**src/rtl/seq_rom_pkg.sv**
```systemverilog
package seq_rom_pkg;
  localparam int ADDR_W = 16;
  localparam int ID_W   = 3;
  localparam int OFF_W  = ADDR_W - ID_W;
  localparam int DATA_W = 8;

  typedef enum logic [1:0] {
    OP_DATA_WR = 2'd0,
    OP_DATA_RD = 2'd1,
    OP_ADDR_WR = 2'd2,
    OP_ADDR_RD = 2'd3
  } op_e;
endpackage

```
**src/rtl/seq_rom_array.sv**
```systemverilog
module seq_rom_array
  import seq_rom_pkg::*;
#(
  parameter logic [ID_W-1:0] ID         = 3'd3,
  parameter int              USED_BYTES = 6144
) (
  input  logic [OFF_W-1:0]  off_i,
  output logic [DATA_W-1:0] byte_o
);
  localparam int HI_W = OFF_W - DATA_W;
  localparam logic [DATA_W-1:0] ID_MIX = {ID, {(DATA_W-ID_W){1'b0}}};

  logic [DATA_W-1:0] hi_mix;
  assign hi_mix = {{(DATA_W-HI_W){1'b0}}, off_i[OFF_W-1:DATA_W]};

  always_comb begin
    if (int'(off_i) < USED_BYTES) byte_o = off_i[DATA_W-1:0] ^ hi_mix ^ ID_MIX;
    else                          byte_o = '0;
  end
endmodule

```
**src/rtl/seq_rom_ctrl.sv**
```systemverilog
module seq_rom_ctrl
  import seq_rom_pkg::*;
#(
  parameter int LAT = 3
) (
  input  logic              clk_i,
  input  logic              rst_ni,
  input  logic              sel_i,
  input  op_e               op_i,
  input  logic [DATA_W-1:0] wdata_i,
  input  logic              match_i,
  output logic              ready_o,
  output logic              done_o,
  output op_e               op_q_o,
  output logic [DATA_W-1:0] wdata_q_o,
  output logic              match_q_o,
  output logic              drive_o
);
  localparam int CW = (LAT > 1) ? $clog2(LAT) : 1;

  logic          sel_q, busy_q, start;
  logic [CW-1:0] cnt_q;

  assign start   = sel_i && !sel_q && !busy_q;
  assign done_o  = busy_q && (cnt_q == '0);
  assign ready_o = !(start || busy_q);
  assign drive_o = sel_i && sel_q && !busy_q && op_q_o[0];

  always_ff @(posedge clk_i or negedge rst_ni) begin
    if (!rst_ni) begin
      sel_q     <= 1'b0;
      busy_q    <= 1'b0;
      cnt_q     <= '0;
      op_q_o    <= OP_DATA_WR;
      wdata_q_o <= '0;
      match_q_o <= 1'b0;
    end else begin
      sel_q <= sel_i;
      if (start) begin
        busy_q    <= 1'b1;
        cnt_q     <= CW'(LAT - 1);
        op_q_o    <= op_i;
        wdata_q_o <= wdata_i;
        match_q_o <= match_i;
      end else if (done_o) begin
        busy_q <= 1'b0;
      end else if (busy_q) begin
        cnt_q <= cnt_q - 1'b1;
      end
    end
  end

  a_r2_busy_holds: assert property (@(posedge clk_i) disable iff (!rst_ni)
    busy_q && !done_o |=> busy_q);
  a_r2_no_retrigger: assert property (@(posedge clk_i) disable iff (!rst_ni)
    sel_i && sel_q && !busy_q |=> !busy_q);
  a_r7_drive_when_ready: assert property (@(posedge clk_i) disable iff (!rst_ni)
    drive_o |-> ready_o);
endmodule

```
**src/rtl/seq_rom_addr.sv**
```systemverilog
module seq_rom_addr
  import seq_rom_pkg::*;
(
  input  logic              clk_i,
  input  logic              rst_ni,
  input  logic              done_i,
  input  op_e               op_i,
  input  logic [DATA_W-1:0] wdata_i,
  input  logic [DATA_W-1:0] fetch_byte_i,
  output logic [ADDR_W-1:0] addr_o,
  output logic [OFF_W-1:0]  fetch_off_o,
  output logic [DATA_W-1:0] rdata_o
);
  logic [ADDR_W-1:0] addr_q, shift_addr, fetch_addr, inc_addr;
  logic [DATA_W-1:0] buf_q;
  logic              tog_q;

  assign shift_addr  = {addr_q[DATA_W-1:0], wdata_i};
  assign fetch_addr  = (op_i == OP_ADDR_WR) ? shift_addr : addr_q;
  // offset wraps inside its segment, prefix kept
  assign inc_addr    = {fetch_addr[ADDR_W-1:OFF_W], fetch_addr[OFF_W-1:0] + 1'b1};
  assign fetch_off_o = fetch_addr[OFF_W-1:0];
  assign addr_o      = addr_q;

  always_ff @(posedge clk_i or negedge rst_ni) begin
    if (!rst_ni) begin
      addr_q  <= '0;
      buf_q   <= '0;
      tog_q   <= 1'b0;
      rdata_o <= '0;
    end else if (done_i) begin
      unique case (op_i)
        OP_DATA_RD: begin
          rdata_o <= buf_q;
          buf_q   <= fetch_byte_i;
          addr_q  <= inc_addr;
        end
        OP_ADDR_RD: begin
          rdata_o <= addr_q[ADDR_W-1:DATA_W];
          addr_q  <= {addr_q[DATA_W-1:0], addr_q[DATA_W-1:0]};
        end
        OP_ADDR_WR: begin
          tog_q <= !tog_q;
          if (tog_q) begin
            buf_q  <= fetch_byte_i;
            addr_q <= inc_addr;
          end else begin
            addr_q <= shift_addr;
          end
        end
        default: ;
      endcase
    end
  end

  a_r6_data_write_idle: assert property (@(posedge clk_i) disable iff (!rst_ni)
    done_i && op_i == OP_DATA_WR |=> $stable(addr_q) && $stable(buf_q));
  a_r5_destructive: assert property (@(posedge clk_i) disable iff (!rst_ni)
    done_i && op_i == OP_ADDR_RD |=> addr_q[ADDR_W-1:DATA_W] == addr_q[DATA_W-1:0]);
  a_r8_prefix_kept: assert property (@(posedge clk_i) disable iff (!rst_ni)
    done_i && op_i == OP_DATA_RD |=> addr_q[ADDR_W-1:OFF_W] == $past(addr_q[ADDR_W-1:OFF_W]));
  a_r4_buffer_out: assert property (@(posedge clk_i) disable iff (!rst_ni)
    done_i && op_i == OP_DATA_RD |=> rdata_o == $past(buf_q));
endmodule

```
**src/rtl/seq_rom_port.sv**
```systemverilog
module seq_rom_port
  import seq_rom_pkg::*;
#(
  parameter logic [2:0] ID         = 3'd3,
  parameter int         LAT        = 3,
  parameter int         USED_BYTES = 6144
) (
  input  logic       clk_i,
  input  logic       rst_ni,
  input  logic       sel_i,
  input  logic [1:0] op_i,
  input  logic [7:0] wdata_i,
  output logic [7:0] rdata_o,
  output logic       rdata_oe_o,
  output logic       ready_o,
  output logic       ready_oe_o
);
  op_e               op_in, op_q;
  logic [DATA_W-1:0] wdata_q, fetch_byte;
  logic [ADDR_W-1:0] addr;
  logic [OFF_W-1:0]  fetch_off;
  logic              done, match_q, drive, match_now;

  assign op_in     = op_e'(op_i);
  assign match_now = (addr[ADDR_W-1:OFF_W] == ID);

  seq_rom_ctrl #(.LAT(LAT)) u_ctrl (
    .clk_i    (clk_i),
    .rst_ni   (rst_ni),
    .sel_i    (sel_i),
    .op_i     (op_in),
    .wdata_i  (wdata_i),
    .match_i  (match_now),
    .ready_o  (ready_o),
    .done_o   (done),
    .op_q_o   (op_q),
    .wdata_q_o(wdata_q),
    .match_q_o(match_q),
    .drive_o  (drive)
  );

  seq_rom_addr u_addr (
    .clk_i       (clk_i),
    .rst_ni      (rst_ni),
    .done_i      (done),
    .op_i        (op_q),
    .wdata_i     (wdata_q),
    .fetch_byte_i(fetch_byte),
    .addr_o      (addr),
    .fetch_off_o (fetch_off),
    .rdata_o     (rdata_o)
  );

  seq_rom_array #(.ID(ID), .USED_BYTES(USED_BYTES)) u_array (
    .off_i (fetch_off),
    .byte_o(fetch_byte)
  );

  assign rdata_oe_o = drive && match_q;
  assign ready_oe_o = !ready_o;

  a_r10_pulldown: assert property (@(posedge clk_i) disable iff (!rst_ni)
    ready_oe_o != ready_o);
  a_r7_oe_needs_sel: assert property (@(posedge clk_i) disable iff (!rst_ni)
    rdata_oe_o |-> sel_i);
endmodule

```
**config.mk**
```make
export PLATFORM = sky130hd
export DESIGN_NAME = seq_rom_port
export DESIGN_NICKNAME = d
export VERILOG_FILES = /design/src/rtl/seq_rom_pkg.sv /design/src/rtl/seq_rom_array.sv /design/src/rtl/seq_rom_ctrl.sv /design/src/rtl/seq_rom_addr.sv /design/src/rtl/seq_rom_port.sv
export SDC_FILE = /design/constraint.sdc
export NUM_CORES = 1
export LEC_CHECK = 0
export BUFFER_PORTS_ARGS = -buffer_cell sky130_fd_sc_hd__buf_2
export CAP_MARGIN = 15
export CORE_ASPECT_RATIO = 0.75
export CORE_UTILIZATION = 60
export DETAILED_ROUTE_END_ITERATION = 6
export GPL_TIMING_DRIVEN = 0
export PLACE_DENSITY = 0.79
export SYNTH_ARGS = -nofsm -noshare
export SYNTH_HDL_FRONTEND = slang
export SYNTH_SLANG_ARGS = --single-unit
```
**constraint.sdc**
```tcl
create_clock -name clk_i -period 5.35 [get_ports clk_i]
set_input_delay 1.3375 -clock clk_i [delete_from_list [all_inputs] [get_ports clk_i]]
set_output_delay 1.3375 -clock clk_i [all_outputs]
set_load 0.02 [all_outputs]
```
======== After elaboration in Yosys (flattened, before gate mapping) ========
Index checks and enable logic that the tools add are counted.
storage, ports and cells
  input port bits ......................... 13
  register bits ........................... 48
  logic and storage cells ................. 59
  output and inout bits ................... 11
operators by class
  bitwise logic cells ..................... 3
  equality and inequality tests ........... 6
  add/subtract/negate cells ............... 2
  mux-type cells .......................... 12
  reduce and logical (&&, ||, !) cells .... 24
  order comparisons ....................... 1
operators with widths
  kind                                                   number
  case mux 16 bit (3 select lines)                       1
  two-way mux 16 bit                                     2
  case mux 8 bit (2 select lines)                        2
  two-way mux 8 bit                                      2
  adder 13 x 1 -> 13 bit, second input constant          1
  less-than comparator 13 bit, second input constant     1
  AND reduction 2 bit                                    4
  nonzero test 2 bit                                     4
  XOR 8 x 5 -> 8 bit                                     1
  logical AND 1 bit                                      7
  two-way mux 2 bit                                      3
  AND reduction 3 bit                                    2
  equality test 2 bit, second input constant             2
  logical NOT 1 bit                                      4
  inequality test 2 x 1 -> 1 bit, second input constant  2
  equality test 3 x 2 -> 1 bit, second input constant    1
  nonzero test 3 bit                                     1
  equality test 2 x 1 -> 1 bit, second input constant    1
  logical NOT 2 bit                                      1
  two-way mux 1 bit                                      2
  NOT 2 bit                                              1
  subtractor 2 x 1 -> 2 bit, second input constant       1
  logical OR 1 bit                                       1
  NOT 1 bit                                              1

======== Logic depth before layout (Yosys ltp) ========
  depth after elaboration ................. 7
  gate-level depth with buffers ........... 10
  gate-level depth less buffers ........... 9

======== Hierarchy ========
Synthesis repeated with hierarchy kept, for this count alone.
unflattened totals
  cell total of the unflattened synthesis .. 276
  area, all modules ....................... 2807.7 sq um
by module, submodules not included
  module         sequential area each (sq um)  area each (sq um)  cells each  times used
  seq_rom_addr   825.8                         2068.2             218         1
  seq_rom_ctrl   375.4                         598.1              40          1
  seq_rom_array  0.0                           122.6              15          1
  seq_rom_port   0.0                           18.8               3           1

======== Worst setup path before layout ========
Ideal clock, no wire load.
  path type ............................... input port to output port
  start point ............................. input sel_i
  end point ............................... output ready_oe_o
  slack ................................... 2010 ps
  arrival ................................. 2003 ps
  stages .................................. 2
  data required time ...................... 4013 ps
  path buffers ............................ 0
  cells stage by stage .................... a21oi_1 inv_1
between the ends
  longest elaborated chain between the ends .. 3
ends and longest elaborated chain
  what                             line                text
  start: declaration               seq_rom_port.sv:10  input logic sel_i,
  logical AND 1 bit (2 in series)  seq_rom_ctrl.sv:24  assign start = sel_i && !sel_q && !busy_q;
  logical OR 1 bit                 seq_rom_ctrl.sv:26  assign ready_o = !(start || busy_q);
  end: declaration                 seq_rom_port.sv:16  output logic ready_oe_o
Every way passes these cells.

======== Worst setup path after layout ========
  start point ............................. input sel_i
  end point ............................... output ready_o
between the ends
  longest elaborated chain between the ends .. 4
ends and longest elaborated chain
  what                             line                text
  logical AND 1 bit (2 in series)  seq_rom_ctrl.sv:24
  logical OR 1 bit                 seq_rom_ctrl.sv:26
  logical NOT 1 bit                seq_rom_ctrl.sv:26
  end: declaration                 seq_rom_port.sv:15  output logic ready_o,
Every way passes these cells.

==> results.sh <==
export IMPL_status="finished clean"
export IMPL_crit_path_frequent_cell="buf_2"
export IMPL_syn_avg_cell_area_sq_um=9.92
export IMPL_dp_final_hpwl_microns=4270
export IMPL_num_rows=20
export IMPL_drive_gt1_share_pct=18.2
export IMPL_antenna_found_initial=0
export IMPL_io_buffer_count=23
export IMPL_cts_max_level=2
export IMPL_p_per_area_nw_per_um2=583
export IMPL_syn_cell_area_sq_um=2630
export IMPL_nNetsFinal=316
export IMPL_report_final_slew_viol_count=0
export IMPL_synth_top_cell_area_share_pct=45.7
export IMPL_swShare_pct=42.9
export IMPL_critPathRequiredTime_ps=4010
export IMPL_p_sw_uw=730
export IMPL_wirelength_microns=5690
export IMPL_n_fill_cell=330
export IMPL_dr_pass1_iters=5
export IMPL_cts_tree="built"
export IMPL_drtIter0Drc=117
export IMPL_cts_clk_slew_worst_paths_ps=80
export IMPL_die_area_sq_um=4650
export IMPL_clock_skew_ps=4.92
export IMPL_diodes=0
export IMPL_postCtsSetupBuffers=0
export IMPL_initial_core_util_pct=63.6
export IMPL_ys_warn_count=0
export IMPL_synth_seq_area_share_pct=45.7
export IMPL_max_stage_delay_ps=250
export IMPL_combPwrFrac_pct=49.8
export IMPL_ys_seq_elements=48
export IMPL_worst_pin_slew_ps=701
export IMPL_root_buffer="clkbuf_8"
export IMPL_endpoint_kind="output port"
export IMPL_rsz0062_at_grt="no"
export IMPL_clock_sinks=48
export IMPL_area_delta_synth_final_pct=11.2
export IMPL_layout_min_cycle_time_ps=3260
export IMPL_path_cells="buf_2, a21oi_1, buf_2"
export IMPL_irDropWorstVdd_uv=335
export IMPL_fin_total_pwr_uw=1700
export IMPL_maxCapViolCount=0
export IMPL_pwr_share_seq_pct=37.5
export IMPL_max_slew_margin_pct=53.2
export IMPL_drtAntennaViolNets=0
export IMPL_cts_made_buffers=5
export IMPL_grt_first_pass_wirelength_microns=9630
export IMPL_vias=2076
export IMPL_cp_arrival_ps=1920
export IMPL_power_internal_uw=974
export IMPL_leakagePower_uw=0.00130
export IMPL_setup_viol=0
export IMPL_synth_nets=285
export IMPL_crit_type="input pin to output port"
export IMPL_grt_usage_pct=27.6
export IMPL_grt_pass1_vias=1969
export IMPL_hold_buffers=0
export IMPL_fin_crit_sh_pct=60.9
export IMPL_tns_ps=0
export IMPL_critPathSlowestCell="a21oi_1"
export IMPL_wl_per_cell_microns=16.2
export IMPL_synth_cells=265
export IMPL_crit_buf_inv=2
export IMPL_dieHeight_microns=59.3
export IMPL_insertion_delay_ps=300
export IMPL_viasPerCell=5.90
export IMPL_io_pins=24
export IMPL_grt_ovfl_total=0
export IMPL_hold_class="flip-flop to flip-flop"
export IMPL_fmax_mhz=307
export IMPL_route_detailed_drc=0
export IMPL_gp_congestion=0.933
export IMPL_dieWidth_microns=78.4
export IMPL_hold_viol=0
export IMPL_grt_max_degree=49
export IMPL_core_area_sq_um=4130
export IMPL_post_cts_resized=0
export IMPL_cpLargestDelayFamily="buffers and inverters"
export IMPL_yosys_top_cells_area="dfrtp_1, mux2i_1, o21ai_0, mux2_2, nand2_1"
export IMPL_p_clk_share_pct=12.7
export IMPL_startpoint_type="input pin"
export IMPL_synth_distinct_cells=38
export IMPL_path_max_fanout=4
export IMPL_yosysTopAreaCell="dfrtp_1"
export IMPL_cts_buffer_depth=2
## sequential cells by signal (all words and copies together), names as in the netlist
| name | count |
|---|---|
| u_ctrl.op_q_o | 2 |
| u_addr.rdata_o | 8 |
| u_ctrl.busy_q | 1 |
| u_addr.tog_q | 1 |
| u_ctrl.match_q_o | 1 |
| u_addr.addr_o | 16 |
| u_addr.buf_q | 8 |
| u_ctrl.sel_q | 1 |
| u_ctrl.cnt_q | 2 |
| u_ctrl.wdata_q_o | 8 |
## stage by stage
| stage | cells | cell area (sq um) | utilization (%) | setup WS, ps | hold slack [ps] |
|---|---|---|---|---|---|
| finish | 352 | 2920 | 70.8 | 2090 | 477 |
| global route | 352 | 2920 | 70.8 | 2040 | 509 |
| CTS | 351 | 2900 | 70.3 | 2080 | 484 |
| detailed placement | 343 | 2810 | 68.1 | 2090 | 465 |
| global placement | 343 | 2810 | 68.1 | 2110 | 461 |
| floorplan | 265 | 2630 | - | 2010 | 446 |
## cells by family (layout without fill, tap and decap cells)
kind of cell,after synthesis,after routing,synth area share [%]
adder cells (fa/ha/maj),7,7,3.33
buffers and inverters,22,54,3.76
XOR/XNOR,15,15,5.00
flip-flops,48,48,45.7
AND/OR/NAND/NOR,75,75,13.5
multiplexers,33,33,13.3
AO/OA/AOI/OAI,65,65,15.4
## routing by layer
layer  wire length [microns]  global-route usage, %
met4                      79                   7.14
met1                    2730                   40.5
met3                     369                   4.62
met2                    2510                   43.1
met5                       0                      0
## area by class of cell
class | count | area [sq um] | area share (%)
tap | 55 | 68.8 | 2.36
clock buffer | 8 | 90.1 | 3.08
multi-input combinational | 195 | 1330 | 45.4
inverter | 9 | 33.8 | 1.16
sequential | 48 | 1200 | 41.1
timing repair buffer | 24 | 135 | 4.63
buffer | 13 | 65.1 | 2.23
## power groups by stage
stage          sequential, uW  clock [uW]  combinational, uW
2_1_floorplan             634           0                627
3_3_place_gp              638           0                805
3_5_place_dp              644           0                836
4_1_cts                   638         223                842
5_1_grt                   662         238                939
6_report                  638         217                849
## cell usage in the layout (no fill, tap or decap), types with 6 or more instances in the layout
cell      netlist  layout
nand3_1         9       9
o21ai_0        30      30
clkbuf_8        0       6
xnor2_1        13      13
clkbuf_1        4       6
a22o_1          6       6
nor2_1         13      13
mux2i_1        20      20
nand2_1        35      35
ha_1            7       7
mux2_2         12      12
o21ai_1         7       7
dfrtp_1        48      48
inv_1           9       9
buf_2           7      30
## worst paths after layout
| path | startpoint | end | slack, ps | cells past startpoint |
|---|---|---|---|---|
| max in group asynchronous | rst_ni | u_addr.buf_q[0]$_DFFE_PN0P_ | 3850 | 2 |
| worst max register to register | u_ctrl.op_q_o[0]$_DFFE_PN0P_ | u_addr.addr_o[6]$_DFFE_PN0P_ | 2830 | 10 |
| worst max-delay path | sel_i | ready_o | 2090 | 3 |
| worst min register to register | u_addr.rdata_o[6]$_DFFE_PN0P_ | u_addr.rdata_o[6]$_DFFE_PN0P_ | 480 | 2 |
| min in group asynchronous | rst_ni | u_ctrl.match_q_o$_DFFE_PN0P_ | 990 | 1 |
| worst min-delay path | u_addr.rdata_o[6]$_DFFE_PN0P_ | u_addr.rdata_o[6]$_DFFE_PN0P_ | 480 | 2 |
## synthesized netlist by cell type
cell,count
and2_1,1
nor3_1,3
o21ai_0,30
nor3_2,1
nand3b_4,1
xnor2_1,13
a32oi_1,2
nand2_1,35
buf_2,7
a211o_1,1
buf_1,1
buf_6,1
clkbuf_1,4
a211oi_2,1
or3_1,1
o21ai_1,7
nand2b_1,3
o22ai_1,2
o21a_1,2
or2_1,1
nand4_1,4
ha_1,7
o221ai_1,4
mux2i_1,20
mux2_2,12
and2b_1,2
xor2_1,2
a22oi_1,4
inv_1,9
nand3_1,9
a21oi_1,4
a22o_1,6
a21o_1,1
nor2_1,13
dfrtp_1,48
mux2i_2,1
o41ai_1,1
nor2b_1,1
## worst reg2reg max path: cells and delay by family, from the launching register on
kind            cells  cell delay [ps]
compound gates      2              520
mux                 1              270
buf+inv             3              360
flops               1              420
xor+xnor            1              160
simple gates        1              200
fa+ha+maj           2              460
No activity file was read; power rests on OpenSTA's default activity.
